`src/rtl/spkmon_pkg.sv`:
```
package spkmon_pkg;

    typedef enum logic [1:0] {
        MON_OFF   = 2'd0,
        MON_WATCH = 2'd1,
        MON_COUNT = 2'd2,
        MON_FAULT = 2'd3
    } mon_state_e;

    function automatic int unsigned max2(input int unsigned a, input int unsigned b);
        return (a > b) ? a : b;
    endfunction

endpackage

```
`src/rtl/spkmon_level_cmp.sv`:
```
module spkmon_level_cmp #(
    parameter int LVL_W = 8
) (
    input  logic             sample_tick,
    input  logic [LVL_W-1:0] sample_level,
    input  logic [LVL_W-1:0] thresh,
    output logic             samp_over,
    output logic             samp_under
);
    logic above;

    always_comb begin
        above      = (sample_level > thresh);
        samp_over  = sample_tick & above;
        samp_under = sample_tick & ~above;
    end
endmodule

```
`src/rtl/spkmon_dur_sel.sv`:
```
module spkmon_dur_sel #(
    parameter int CNT_W  = 7,
    parameter int DUR_N  = 4,
    parameter int CODE_W = 2,
    parameter int DUR0   = 10,
    parameter int DUR1   = 25,
    parameter int DUR2   = 50,
    parameter int DUR3   = 75
) (
    input  logic [CODE_W-1:0] dur_code,
    output logic [CNT_W-1:0]  dur_limit
);
    logic [CNT_W-1:0] lim_tab [DUR_N];

    for (genvar g = 0; g < DUR_N; g++) begin : g_tab
        localparam int VAL = (g == 0) ? DUR0 : (g == 1) ? DUR1 : (g == 2) ? DUR2 : DUR3;
        assign lim_tab[g] = CNT_W'(VAL);
    end

    always_comb begin
        dur_limit = lim_tab[dur_code];
    end
endmodule

```
`src/rtl/spkmon_dwell_cnt.sv`:
```
module spkmon_dwell_cnt #(
    parameter int CNT_W = 7
) (
    input  logic             clk,
    input  logic             rst_n,
    input  logic             cnt_clr,
    input  logic             cnt_inc,
    input  logic [CNT_W-1:0] dur_limit,
    output logic             dwell_hit
);
    logic [CNT_W-1:0] cnt_q;
    logic [CNT_W:0]   next_val;

    always_comb begin
        next_val  = {1'b0, cnt_q} + 1'b1;
        dwell_hit = cnt_inc & (next_val >= {1'b0, dur_limit});
    end

    always_ff @(posedge clk or negedge rst_n) begin
        if (!rst_n) begin
            cnt_q <= '0;
        end else if (cnt_clr) begin
            cnt_q <= '0;
        end else if (cnt_inc && !(&cnt_q)) begin
            cnt_q <= cnt_q + 1'b1;
        end
    end
endmodule

```
`src/rtl/spk_fault_mon.sv`:
```
module spk_fault_mon
    import spkmon_pkg::*;
#(
    parameter int LVL_W  = 8,
    parameter int CODE_W = 2,
    parameter int DUR0   = 10,
    parameter int DUR1   = 25,
    parameter int DUR2   = 50,
    parameter int DUR3   = 75
) (
    input  logic              clk,
    input  logic              rst_n,
    input  logic              sample_tick,
    input  logic [LVL_W-1:0]  sample_level,
    input  logic              ms_tick,
    input  logic [LVL_W-1:0]  thresh,
    input  logic [CODE_W-1:0] dur_code,
    input  logic              host_en_wr,
    input  logic              host_en_val,
    input  logic              err_clr,
    output logic              global_en,
    output logic              err_status
);
    localparam int DUR_N   = 1 << CODE_W;
    localparam int DUR_MAX = int'(max2(max2(DUR0, DUR1), max2(DUR2, DUR3)));
    localparam int CNT_W   = $clog2(DUR_MAX + 1);

    mon_state_e       st_q, st_nx;
    logic             samp_over, samp_under;
    logic             wr_on, wr_off;
    logic             cnt_clr, cnt_inc, dwell_hit, trip;
    logic [CNT_W-1:0] dur_limit;
    logic             err_q;

    spkmon_level_cmp #(.LVL_W(LVL_W)) u_cmp (
        .sample_tick (sample_tick),
        .sample_level(sample_level),
        .thresh      (thresh),
        .samp_over   (samp_over),
        .samp_under  (samp_under)
    );

    spkmon_dur_sel #(
        .CNT_W(CNT_W), .DUR_N(DUR_N), .CODE_W(CODE_W),
        .DUR0(DUR0), .DUR1(DUR1), .DUR2(DUR2), .DUR3(DUR3)
    ) u_dur (
        .dur_code (dur_code),
        .dur_limit(dur_limit)
    );

    spkmon_dwell_cnt #(.CNT_W(CNT_W)) u_cnt (
        .clk      (clk),
        .rst_n    (rst_n),
        .cnt_clr  (cnt_clr),
        .cnt_inc  (cnt_inc),
        .dur_limit(dur_limit),
        .dwell_hit(dwell_hit)
    );

    always_comb begin
        wr_on  = host_en_wr & host_en_val;
        wr_off = host_en_wr & ~host_en_val;
        st_nx  = st_q;
        unique case (st_q)
            MON_OFF:   if (wr_on) st_nx = MON_WATCH;
            MON_WATCH: if (samp_over) st_nx = MON_COUNT;
            MON_COUNT: begin
                if (samp_under)     st_nx = MON_WATCH;
                else if (dwell_hit) st_nx = MON_FAULT;
            end
            MON_FAULT: if (wr_on) st_nx = MON_WATCH;
            default:   st_nx = MON_OFF;
        endcase
        if (wr_off) st_nx = MON_OFF;
    end

    always_ff @(posedge clk or negedge rst_n) begin
        if (!rst_n) st_q <= MON_OFF;
        else        st_q <= st_nx;
    end

    always_comb begin
        global_en = (st_q == MON_WATCH) || (st_q == MON_COUNT);
        cnt_inc   = (st_q == MON_COUNT) && ms_tick;
        cnt_clr   = (st_nx != MON_COUNT);
        trip      = (st_q == MON_COUNT) && (st_nx == MON_FAULT);
    end

    always_ff @(posedge clk or negedge rst_n) begin
        if (!rst_n)       err_q <= 1'b0;
        else if (trip)    err_q <= 1'b1;
        else if (err_clr) err_q <= 1'b0;
    end

    assign err_status = err_q;
endmodule

```
`config.mk`:
```
export PLATFORM = sky130hd
export DESIGN_NAME = spk_fault_mon
export DESIGN_NICKNAME = d
export VERILOG_FILES = /design/src/rtl/spkmon_pkg.sv /design/src/rtl/spkmon_level_cmp.sv /design/src/rtl/spkmon_dur_sel.sv /design/src/rtl/spkmon_dwell_cnt.sv /design/src/rtl/spk_fault_mon.sv
export SDC_FILE = /design/constraint.sdc
export NUM_CORES = 1
export LEC_CHECK = 0
export ABC_CLOCK_PERIOD_IN_PS = 2250
export BUFFER_PORTS_ARGS = -buffer_cell sky130_fd_sc_hd__buf_2
export CAP_MARGIN = 40
export CORE_UTILIZATION = 40
export CTS_CLUSTER_DIAMETER = 150
export DETAILED_ROUTE_END_ITERATION = 6
export GPL_TIMING_DRIVEN = 0
export PLACE_DENSITY_LB_ADDON = 0.1
export RECOVER_POWER = 25
export SYNTH_ARGS = -nofsm -noshare
export SYNTH_HDL_FRONTEND = slang
export SYNTH_SLANG_ARGS = --single-unit
export TNS_END_PERCENT = 100
```
`constraint.sdc`:
```
create_clock -name clk -period 2.25 [get_ports clk]
set_input_delay 0.1125 -clock clk [delete_from_list [all_inputs] [get_ports clk]]
set_output_delay 0.1125 -clock clk [all_outputs]
set_load 0.01 [all_outputs]
```
Word-level counts from Yosys, hierarchy flattened
Index checks and enable logic that the tools add are counted.
Word-level totals
  bits of input ports: 25
  bits in registers: 10
  output and inout port bits: 2
  logic and storage cells: 44
Operators by class
  magnitude comparators: 3
  equal/unequal tests: 5
  add/subtract/negate cells: 2
  reductions and logical operators: 10
  bitwise logic cells: 8
  mux-type cells: 13
Operators by type and width (count)
  $mux W7: 4
  $bmux W7 S2: 1
  $mux W2: 5
  $add A7 B1 Y8 const B: 1
  $ge A8 B7 Y1: 1
  $gt A8 B8 Y1: 1
  $add A7 B1 Y7 const B: 1
  $reduce_and A7 Y1: 1
  $eq A2 B2 Y1 const B: 3
  $pmux W2 S3: 1
  $and A1 B1 Y1: 5
  $reduce_bool A2 Y1: 2
  $ge A3 B3 Y1 const B: 1
  $logic_and A1 B1 Y1: 3
  $not A2 Y3: 1
  $eq A2 B1 Y1 const B: 1
  $logic_not A2 Y1: 1
  $mux W1: 2
  $ne A2 B2 Y1 const B: 1
  $not A1 Y1: 2
  $reduce_or A2 Y1: 1
  $logic_not A1 Y1: 1
  $logic_or A1 B1 Y1: 1

Longest topological paths before layout
Gate-level depths: netlist (run 1).
  depth after elaboration: 13
  gate-level depth with buffers: 10
  mapped depth without buffers: 10

Modules after synthesis
From an unflattened synthesis (run 1), not the netlist that was laid out.
Second synthesis, totals
  cell total of the unflattened synthesis: 134
  area, all modules: 1089.8 um2
By module, submodules not included
  spkmon_dwell_cnt: area an instance 573.0 um2, seq. area each 175.2 um2, times used 1, cells each 67
  spk_fault_mon: area an instance 217.7 um2, seq. area each 75.1 um2, times used 1, cells each 25
  spkmon_level_cmp: area an instance 211.5 um2, seq. area each 0.0 um2, times used 1, cells each 30
  spkmon_dur_sel: area an instance 87.6 um2, seq. area each 0.0 um2, times used 1, cells each 12

Worst setup path after synthesis (run 1)
OpenSTA, ideal clock, no wires.
  kind: reg-to-reg
  start: register u_cnt.cnt_q[0]
  end: register err_q, in the netlist err_status
  data required time: 2.128 ns
  path buffers: 0
  stages on the path, launching flop included: 11
  path slack: -0.220 ns
  arrival time: 2.349 ns
  clock period less this slack: 2.470 ns
  cell sequence: dfrtp_1 -> ha_1 -> and3_2 -> and3_4 -> xor2_1 -> ha_1 -> a21oi_2 -> o2111ai_1 -> o221ai_4 -> inv_2 -> a32o_1
Between the ends
  cells in the longest elaborated chain, start to end: 10
  elaborated cells on any way between the ends: 11
  those cells by class: add/sub (1); order compare (1); eq/ne (1); mux (5); bitwise (1); reduce/logical (2)
Ends and longest elaborated chain
  start, declared: line spkmon_dwell_cnt.sv:11  | logic [CNT_W-1:0] cnt_q;
  start signal, assigned: line spkmon_dwell_cnt.sv:25  | cnt_q <= cnt_q + 1'b1;
  $add A7 B1 Y8 (*): line spkmon_dwell_cnt.sv:15  | next_val = {1'b0, cnt_q} + 1'b1;
  $ge A8 B7 Y1 (*): line spkmon_dwell_cnt.sv:16  | dwell_hit = cnt_inc & (next_val >= {1'b0, dur_limit});
  $and A1 B1 Y1 (*): line spkmon_dwell_cnt.sv:16
  $mux W2 (*): line spk_fault_mon.sv:69  | else if (dwell_hit) st_nx = MON_FAULT;
  $mux W2 (*): line spk_fault_mon.sv:68  | if (samp_under) st_nx = MON_WATCH;
  $pmux W2 S3 (*): line spk_fault_mon.sv:64  | unique case (st_q)
  $mux W2 (*): line spk_fault_mon.sv:74  | if (wr_off) st_nx = MON_OFF;
  named net st_nx[1]: line spk_fault_mon.sv:28  | mon_state_e st_q, st_nx;
  $eq A2 B2 Y1 (*): line spk_fault_mon.sv:86  | trip = (st_q == MON_COUNT) && (st_nx == MON_FAULT);
  $logic_and A1 B1 Y1 (*): line spk_fault_mon.sv:86
  $mux W1 or $reduce_bool A2 Y1 (tied branches)
  end signal, assigned: line spk_fault_mon.sv:90  | if (!rst_n) err_q <= 1'b0;
  end signal, assigned: line spk_fault_mon.sv:91  | else if (trip) err_q <= 1'b1;
  end signal, assigned: line spk_fault_mon.sv:92  | else if (err_clr) err_q <= 1'b0;
  end, declared: line spk_fault_mon.sv:33  | logic err_q;
The timed path passes the listed nets; every way through them passes the cells marked *.
A chain may end at the register's enable or synchronous reset.

Worst setup path after layout (run 1)
  start: register u_cnt.cnt_q[1]
  end: register err_q, in the netlist err_status
Same word-level chain as after synthesis.

==> results of run 1 <==
[power by group through the flow]
stage / clock [mW] / sequential, mW / combinational [mW]
5_1_grt: 0.176 / 0.201 / 0.459
6_report: 0.160 / 0.200 / 0.414
3_5_place_dp: 0 / 0.204 / 0.353
2_1_floorplan: 0 / 0.201 / 0.265
3_3_place_gp: 0 / 0.204 / 0.345
4_1_cts: 0.165 / 0.200 / 0.414
[stage by stage]
stage | power, mW | utilization | hold WS [ns]
3_5_place_dp | 0.5563 | 0.4888 | -0.01803
6_report | 0.7744 | 0.5844 | 0.1267
3_3_place_gp | 0.5487 | 0.4888 | -0.02193
4_1_cts | 0.7799 | 0.5670 | 0.1262
5_1_grt | 0.8349 | 0.5844 | 0.1590
2_1_floorplan | 0.4662 | - | -0.1831
[logic make-up after synthesis]
family                     count (synthesis)  synth area share
and+or+nand+nor                           29            0.1333
AOI/OAI and AO/OA                         39            0.2839
buffers and inverters                     20           0.06500
xor gates and xnor gates                  10           0.07584
DFF                                       10            0.2167
muxes                                      1          0.008668
adders and majority gates                 20            0.2167
[final cells by class]
cell class / count / area share
clock buffer: 4 / 0.02271
inverter: 20 / 0.04699
multi-input combinational: 99 / 0.5983
sequential: 10 / 0.1597
tap: 31 / 0.02428
timing repair buffer: 39 / 0.1480
[timing repair]
item / CTS / global route
setup buffers: 6 / 6
endpoints found under the hold margin: 10 / 0
resized for setup: 21 / 3
pin swaps: 13 / 7
hold buffers: 1 / 0
endpoints found under the setup margin: 10 / 10
cloned: 0 / 0
[worst max path at each step]
stage | end | slack [ns] | cells after the start
global placement | err_status$_DFFE_PN0P_ | -0.38 | 10
CTS | err_status$_DFFE_PN0P_ | -0.24 | 11
global route | err_status$_DFFE_PN0P_ | -0.30 | 11
finish | err_status$_DFFE_PN0P_ | -0.19 | 11
detailed placement | err_status$_DFFE_PN0P_ | -0.47 | 10
floorplan | err_status$_DFFE_PN0P_ | -0.14 | 10
[tightest hold or removal path, cell delays in order]
cell,delay [ns]
buf_2,0.09
inv_1,0.04
a32o_1,0.11
[layer usage]
layer / share of wire / wire length [um] / global-route usage / up-vias
li1: - / - / - / 549
met1: 0.46 / 1185 / 0.2289 / 491
met2: 0.52 / 1326 / 0.3219 / 12
met3: 0.021 / 54 / 0.04186 / 0
met4: 0 / 0 / 0.03214 / 0
met5: 0 / 0 / 0 / -
[sequential cells by signal, summed over array words and instances, names as in the netlist]
register / count
err_status: 1
st_q: 2
u_cnt.cnt_q: 7
[cell usage in the layout (no fill, tap or decap), types with 4 or more instances in the layout]
cell / n
buf_2: 25
inv_1: 19
ha_1: 18
nand2_1: 11
buf_4: 10
a211oi_2: 7
xor2_1: 6
dfrtp_1: 6
a21oi_1: 5
o21a_1: 4
o21ai_0: 4
dfrtp_2: 4
==> flow_summary_export.csv, run 1 <==
group,metric,value,unit
status,outcome,"finished, violations left",
status,violations,"setup timing",
worst_setup_path,r2r_end,"err_status$_DFFE_PN0P_",
finish,fillers,243,
worst_setup_path,crit_family,"compound AO/OA/AOI/OAI gates",
synthesis,yosysWarnings,0,
global_route,track_usage,0.1825,
sta,final_hold_viol_count,0,
floorplanning,die_h,55.73,um
floorplanning,start_util,0.4224,
place,gp_congestion,0.7635,
synthesis,synthCells,129,
worst_setup_path,worst-path-buf-inv,2,
worst_setup_path,critPathRequiredTime,2.41,ns
place,portBuffers,26,
global_route,grt_overflow,0,
sta,tightest_slew,0.6121,ns
global_route,grt_pass1_vias,1066,
route,ant_nets,0,
finish,final_cells,203,
route,post_drt_wl_per_cell,12.64,um
clock_network,cts.sinks,10,
sta,skew,0.001007,ns
synthesis,synth_seq_area_share,0.2167,
power_and_ir_drop,p_switching,309.1,uW
synthesis,synthMostInstantiatedCell,"ha_1",
route,drc,0,
synthesis,ys_top_cells_by_count,"20 x ha_1, 19 x inv_1, 11 x nand2_1",
synthesis,synth_top_area_frac,0.2167,
floorplanning,placementRows,19,
worst_setup_path,critPathMaxFanout,3,
floorplanning,io_pins,27,
worst_hold_path,holdPathEnd,"err_status$_DFFE_PN0P_",
synthesis,synth-seq-cells,10,
worst_setup_path,cpMaxStageDelayCell,"dfrtp_1",
place,place_inst,186,
worst_setup_path,crit_chain,"ha_2 -> and3_4 -> and3_4 -> xor2_4 -> ha_4 -> a21oi_4 -> buf_6 -> o2111ai_4 -> o221ai_4 -> inv_2 -> a32o_1",
power_and_ir_drop,power.density,484.6,nW/um^2
place,place_area,1336,um^2
synthesis,synth.avg_cell_area,8.952,um^2
floorplanning,die_w,55.73,um
finish,area_growth,38.35,%
worst_setup_path,startpoint_type,"register",
clock_network,clk_latency,0.27,ns
power_and_ir_drop,p_leak,0.7653,nW
synthesis,synth.area.top_cells,"dfrtp_1 22%, ha_1 22%, inv_1 6.2%, xor2_1 5.3%, a211oi_1 4.6%",
sta,slew_violations,0,
worst_setup_path,rrSetupSlack,-0.19,ns
sta,setup_tns,-1.459,ns
sta,rsz0062_at_grt,"yes",
finish,multi_input_area,955.9,um^2
power_and_ir_drop,irDropWorstVdd,0.5480,mV
clock_network,numCtsBuffers,3,
worst_setup_path,r2r_cells,11,
worst_setup_path,rr_startpoint,"u_cnt.cnt_q[1]$_DFFE_PN0P_",
worst_setup_path,arrival,2.60,ns
route,via_per_inst,5.182,
worst_setup_path,worstSetupPathType,"register to register",
sta,finalCritPeriodShare,1.086,
power_and_ir_drop,combPwrFrac,0.534,
power_and_ir_drop,p_int,465.2,uW
floorplanning,core_area,2734,um^2
route,drt-initial-drc-count,12,
global_route,grt_pass1_wl,4.478,mm
sta,max_freq,409.3,MHz
clock_network,htreeDepth,1,
worst_hold_path,min_from,"err_clr",
synthesis,synthArstFlopShare,1.000,
clock_network,root_buffer,"clkbuf_4",
finish,num_antenna_cells,0,
sta,slew_headroom,0.5919,
worst_setup_path,critPathMaxStageDelay,0.41,ns
synthesis,syn_nets,174,
sta,setup-violations-final,10,
global_route,grt_max_degree,11,
clock_network,clk_pin_slew,0.06,ns
worst_hold_path,min_path_type,"input pin to register",
finish,num-nets-final,218,
clock_network,cts_tree,"done",
power_and_ir_drop,sw_frac_of_total,0.3992,
synthesis,synthDistinctLibCells,36,
synthesis,synth_flop_cell,"dfrtp_1",
finish,layout-drive-gt1-share,0.4186,
route,totalWireLength,2.566,mm
power_and_ir_drop,sequentialPowerShare,0.258,
synthesis,synth_edf_count,0,
job,drv_cap,0,
floorplanning,dieArea,3106,um^2
place,place_hpwl,1.962,mm
synthesis,yosysTopAreaCell,"dfrtp_1",
worst_setup_path,crit_path_start,"u_cnt.cnt_q[1]$_DFFE_PN0P_",
finish,seq_area,255.2,um^2
worst_setup_path,endpoint_kind,"register",
synthesis,syn_area,1155,um^2
clock_network,ctsLongestPathBuffers,2,
route,drtPass1Iterations,4,
global_route,antenna_found_initial,0,
sta,period_needed,2.443,ns
worst_setup_path,cpMostUsedCell,"and3_4",
place,dp_slack,-0.4679,ns
power_and_ir_drop,pwr-share-clk,0.207,
worst_hold_path,hold_depth,3,
route,dr_total_vias,1052,
finish,final_cell_area,1598,um^2
sta,setup_ws,-0.1933,ns
Note: power is estimated with default switching activity, not from simulation.
==> inputs of run 2 (changes only) <==
- CORE_UTILIZATION: 40 -> 25
==> run 2 against run 1 <==
  * The flow still finishes with violations (setup timing)
  * Non-clock buffer count decreased by 2
  * Clock power increased by 13%
  * Cell area decreased by 1.4%
  * Largest cell class unchanged
  * Highest routed layer is now met4
==> flow_summary_export.csv, run 2 (same netlist as run 1, synthesis figures left out) <==
group,metric,value,unit
status,outcome,"finished, violations left",
status,violations,"setup timing",
clock_network,cts_tree,"done",
clock_network,root_buffer,"clkbuf_8",
floorplanning,placementRows,24,
sta,rsz0062_at_grt,"yes",
finish,largest_reg_flops,7,
place,portBuffers,26,
power_and_ir_drop,irDropWorstVdd,0.2735,mV
worst_setup_path,worstSetupPathType,"register to register",
global_route,grt_overflow,0,
global_route,grt_pass1_vias,1097,
global_route,grt_pass1_wl,4.643,mm
floorplanning,io_pins,27,
route,ant_nets,0,
place,place_inst,207,
clock_network,ctsLongestPathBuffers,2,
global_route,antenna_found_initial,0,
sta,worst_hold_slack,0.1611,ns
sta,finalCritPeriodShare,1.092,
finish,final_cell_area,1575,um^2
floorplanning,die_h,69.97,um
global_route,track_usage,0.1141,
clock_network,cts.sinks,10,
place,place_area,1363,um^2
finish,layout-drive-gt1-share,0.3905,
power_and_ir_drop,p_leak,0.7561,nW
worst_setup_path,critPathMaxFanout,3,
finish,largest-register,"u_cnt.cnt_q",
sta,final_hold_viol_count,0,
clock_network,clk_pin_slew,0.05,ns
sta,tightest_slew,0.6005,ns
global_route,grt_max_degree,11,
finish,area_growth,36.40,%
place,gp_congestion,0.7586,
clock_network,numCtsBuffers,3,
floorplanning,die_w,69.97,um
finish,mostFrequentLayoutCell,"buf_2",
finish,final_cells,221,
sta,setup_ws,-0.2078,ns
finish,final_cell_mix,"25 x buf_2, 19 x inv_1, 19 x ha_1",
place,place_hpwl,2.040,mm
sta,setup-violations-final,10,
route,via_per_inst,4.824,
route,drt-initial-drc-count,30,
sta,max_freq,406.9,MHz
finish,post-route-util,0.3593,
route,post_drt_wl_per_cell,11.97,um
clock_network,htreeDepth,1,
worst_setup_path,arrival,2.57,ns
sta,slew_violations,0,
sta,period_needed,2.458,ns
worst_setup_path,startpoint_type,"register",
floorplanning,start_util,0.2634,
worst_setup_path,critPathRequiredTime,2.37,ns
finish,num_antenna_cells,0,
worst_setup_path,endpoint_kind,"register",
job,drv_cap,0,
power_and_ir_drop,power.density,504.9,nW/um^2
finish,num-nets-final,216,
clock_network,clk_latency,0.23,ns
route,dr_total_vias,1066,
route,drtPass1Iterations,3,
worst_hold_path,min_path_type,"input pin to register",
place,dp_slack,-0.3896,ns
route,drc,0,
sta,skew,0.003722,ns
floorplanning,dieArea,4895,um^2
floorplanning,core_area,4384,um^2
sta,slew_headroom,0.5997,
route,totalWireLength,2.646,mm
run 2: path summary, 6_finish.rpt:
check                                      startpoint  cells past startpoint  slack (ns)                         end
setup reg to reg           u_cnt.cnt_q[0]$_DFFE_PN0P_                     11       -0.21      err_status$_DFFE_PN0P_
min in group asynchronous                       rst_n                      2        0.38  u_cnt.cnt_q[0]$_DFFE_PN0P_
hold / removal                                err_clr                      3        0.16      err_status$_DFFE_PN0P_
max in group asynchronous                       rst_n                      2        1.47  u_cnt.cnt_q[2]$_DFFE_PN0P_
setup / recovery           u_cnt.cnt_q[0]$_DFFE_PN0P_                     11       -0.21      err_status$_DFFE_PN0P_
hold reg to reg                err_status$_DFFE_PN0P_                      1        0.50      err_status$_DFFE_PN0P_
run 2: cell type report:
class	count	area, um^2
Clock buffer	3	41.29
Fill cell	461	2809
Inverter	20	75.07
Multi-Input combinational cell	99	922.1
Sequential cell	10	254.0
Tap cell	52	65.06
Timing Repair Buffer	37	217.7
run 2: critical path: stages, from the launching register on:
cell       delay, ns
dfrtp_2         0.45
ha_4            0.18
and3_4          0.14
and3_4          0.18
xor2_1          0.14
ha_1            0.32
a21oi_2         0.17
buf_4           0.14
o2111ai_4       0.10
o221ai_4        0.23
inv_2           0.06
a32o_1          0.24
run 2: power breakdown:
| group | internal, mW | total, mW | switching (mW) | leakage [nW] |
|---|---|---|---|---|
| clock network | 0.117 | 0.181 | 0.0644 | 0.0216 |
| registers | 0.191 | 0.202 | 0.0108 | 0.133 |
| logic | 0.176 | 0.413 | 0.236 | 0.601 |
run 2: timing repair:
item                                    CTS  global route
gates resized for setup                  17             1
hold buffers                              1             0
pin swaps                                13             5
endpoints found under the setup margin   10            10
endpoints found under the hold margin    10             0
buffers inserted                          9             1
run 2: routing by layer:
metal	track usage	up-vias	wire (um)
met5	0	-	0
met4	0.03333	0	48
met3	0.01010	8	103
li1	-	550	-
met1	0.1446	484	1250
met2	0.2041	24	1242
run 2: per-stage QoR:
stage,TNS (ns),power [mW]
6_report,-1.703,0.7953
5_1_grt,-2.859,0.8575
4_1_cts,-1.577,0.8021
3_5_place_dp,-3.221,0.5604
3_3_place_gp,-3.338,0.5610
2_1_floorplan,-0.9660,0.4662
==> inputs of run 3 (changes only) <==
- CELL_PAD_IN_SITES_DETAIL_PLACEMENT: not set -> 0
- CELL_PAD_IN_SITES_GLOBAL_PLACEMENT: not set -> 1
- SYNTH_HIERARCHICAL: not set -> 1
==> run 3 against run 2 <==
  * The run still ends with setup timing left
  * Clock skew is essentially flat
  * Maximum frequency shrank 6.8%
  * Power grew 5.6%
  * Highest routed layer unchanged
==> flow_summary_export.csv, run 3 <==
group,metric,value,unit
sta,rsz0062_at_grt,"yes",
global_route,antenna_found_initial,0,
status,outcome,"finished, violations left",
sta,slew_headroom,0.6314,
route,post_drt_wl_per_cell,10.24,um
synthesis,synthCells,134,
synthesis,synth_flop_cell,"dfrtp_1",
synthesis,synth-seq-cells,10,
finish,area_growth,38.69,%
finish,final_cell_mix,"26 x buf_2, 25 x inv_1, 20 x ha_1",
worst_hold_path,min_from,"err_clr",
synthesis,synth_seq_area_share,0.2296,
worst_setup_path,critPathRequiredTime,2.42,ns
synthesis,synthMostInstantiatedCell,"inv_1",
clock_network,clk_pin_slew,0.05,ns
floorplanning,die_w,68.03,um
worst_setup_path,critPathMaxStageDelay,0.45,ns
synthesis,syn_area,1090,um^2
place,place_inst,210,
clock_network,numCtsBuffers,3,
worst_setup_path,cpMaxStageDelayCell,"dfrtp_2",
sta,slew_violations,0,
place,portBuffers,26,
finish,num_antenna_cells,0,
place,place_hpwl,1.901,mm
worst_setup_path,crit_chain,"nand2_2 -> nor2_4 -> xor2_2 -> ha_1 -> a21o_1 -> a221oi_2 -> o32ai_2 -> o31ai_1 -> nand3_1 -> and3_4 -> nand2b_4 -> nor2_1 -> o21a_1",
finish,num-nets-final,223,
sta,finalCritPeriodShare,1.171,
sta,setup-violations-final,9,
job,drv_cap,0,
worst_setup_path,rr_startpoint,"u_cnt/cnt_q[3]$_DFFE_PN0P_",
sta,tightest_slew,0.5529,ns
global_route,grt_overflow,0,
clock_network,ctsLongestPathBuffers,2,
sta,worst_hold_slack,0.1511,ns
sta,max_freq,379.4,MHz
floorplanning,io_pins,27,
synthesis,synth_top_area_frac,0.2526,
global_route,track_usage,0.1071,
power_and_ir_drop,power,839.7,uW
floorplanning,placementRows,23,
power_and_ir_drop,power.density,555.6,nW/um^2
synthesis,synthDistinctLibCells,35,
sta,period_needed,2.636,ns
power_and_ir_drop,irDropWorstVdd,0.3864,mV
worst_setup_path,worstSetupPathType,"register to register",
clock_network,htreeDepth,1,
global_route,grt_max_degree,11,
route,via_per_inst,4.369,
finish,mostFrequentLayoutCell,"buf_2",
floorplanning,start_util,0.2667,
global_route,grt_pass1_wl,3.677,mm
route,dr_total_vias,983,
finish,layout-drive-gt1-share,0.3829,
place,gp_congestion,0.7495,
synthesis,synthArstFlopShare,1.000,
sta,skew,0.003295,ns
place,place_area,1319,um^2
synthesis,synth.area.top_cells,"ha_1 25%, dfrtp_1 23%, inv_1 8.6%, nor2_1 5.5%, o21a_1 3.4%",
finish,final_cells,225,
status,violations,"setup timing",
global_route,grt_pass1_vias,916,
synthesis,yosysWarnings,6,
worst_hold_path,hold_depth,3,
route,drt-initial-drc-count,13,
synthesis,synth.avg_cell_area,8.133,um^2
clock_network,root_buffer,"clkbuf_8",
worst_setup_path,arrival,2.81,ns
route,drtPass1Iterations,4,
sta,setup_tns,-2.599,ns
clock_network,cts.sinks,10,
worst_setup_path,startpoint_type,"register",
synthesis,ys_top_cells_by_count,"25 x inv_1, 22 x ha_1, 16 x nor2_1",
sta,final_hold_viol_count,0,
finish,post-route-util,0.3699,
route,totalWireLength,2.305,mm
worst_setup_path,r2r_cells,13,
floorplanning,dieArea,4627,um^2
worst_setup_path,endpoint_kind,"register",
floorplanning,die_h,68.03,um
clock_network,clk_latency,0.23,ns
worst_setup_path,crit_path_start,"u_cnt/cnt_q[3]$_DFFE_PN0P_",
synthesis,synth_edf_count,0,
synthesis,yosysTopAreaCell,"ha_1",
worst_hold_path,min_path_type,"input pin to register",
synthesis,syn_nets,181,
clock_network,cts_tree,"done",
finish,final_cell_area,1511,um^2
finish,largest-register,"u_cnt/cnt_q",
floorplanning,core_area,4086,um^2
sta,setup_ws,-0.3858,ns
power_and_ir_drop,p_leak,0.7802,nW
finish,largest_reg_flops,7,
worst_setup_path,critPathMaxFanout,7,
route,ant_nets,0,
route,drc,0,
place,dp_slack,-0.4363,ns
-- run 3: final cells by class --
cell class	count	area, um^2
well taps	50	62.56
plain buffers	3	20.02
clock buffers	4	55.05
inverters	25	93.84
repair buffers	37	214.0
flip-flops and latches	10	256.5
fillers	430	2575
multi-input cells	96	809.5
-- run 3: critical path, delay by kind of cell (launching register included) --
kind | cells | cell delay (ns)
flops | 1 | 0.45
fa+ha+maj | 1 | 0.29
compound gates | 5 | 0.98
xor+xnor | 1 | 0.16
simple gates | 6 | 0.69
-- run 3: cells by family (layout without fill, tap and decap cells) --
logic type / after synthesis / count (layout) / share of synthesized area
adder cells (fa/ha/maj): 22 / 22 / 0.2526
buffers and inverters: 28 / 69 / 0.1045
flip-flops: 10 / 10 / 0.2296
other: 1 / 1 / 0.003441
XOR/XNOR: 6 / 6 / 0.05512
AND/OR/NAND/NOR: 41 / 41 / 0.1917
AO/OA/AOI/OAI: 26 / 26 / 0.1630
-- run 3: power by group --
part / switching [mW] / leakage, nW / internal (mW)
logic: 0.199 / 0.623 / 0.186
clock network: 0.0675 / 0.0288 / 0.154
registers: 0.0279 / 0.129 / 0.205
total: 0.295 / 0.780 / 0.545
-- run 3: metal layers --
metal	track usage	part of all wire
met5	0	0
met4	0.06250	0.0035
met3	0.01333	0.043
met2	0.1814	0.47
met1	0.1284	0.49
-- run 3: worst paths after layout --
path / end / slack [ns]
setup / recovery: u_cnt/cnt_q[5]$_DFFE_PN0P_ / -0.39
min in group asynchronous: st_q[1]$_DFF_PN0_ / 0.37
hold reg to reg: err_status$_DFFE_PN0P_ / 0.50
setup reg to reg: u_cnt/cnt_q[5]$_DFFE_PN0P_ / -0.39
max in group asynchronous: u_cnt/cnt_q[2]$_DFFE_PN0P_ / 1.48
hold / removal: err_status$_DFFE_PN0P_ / 0.15
-- run 3: what timing repair did --
item                                    CTS  global route
resized for setup                         1            14
endpoints found under the setup margin   10            10
setup buffers                             4             6
gates cloned                              0             0
endpoints found under the hold margin    10             0
hold buffers                              1             0
pin swaps                                 1            15
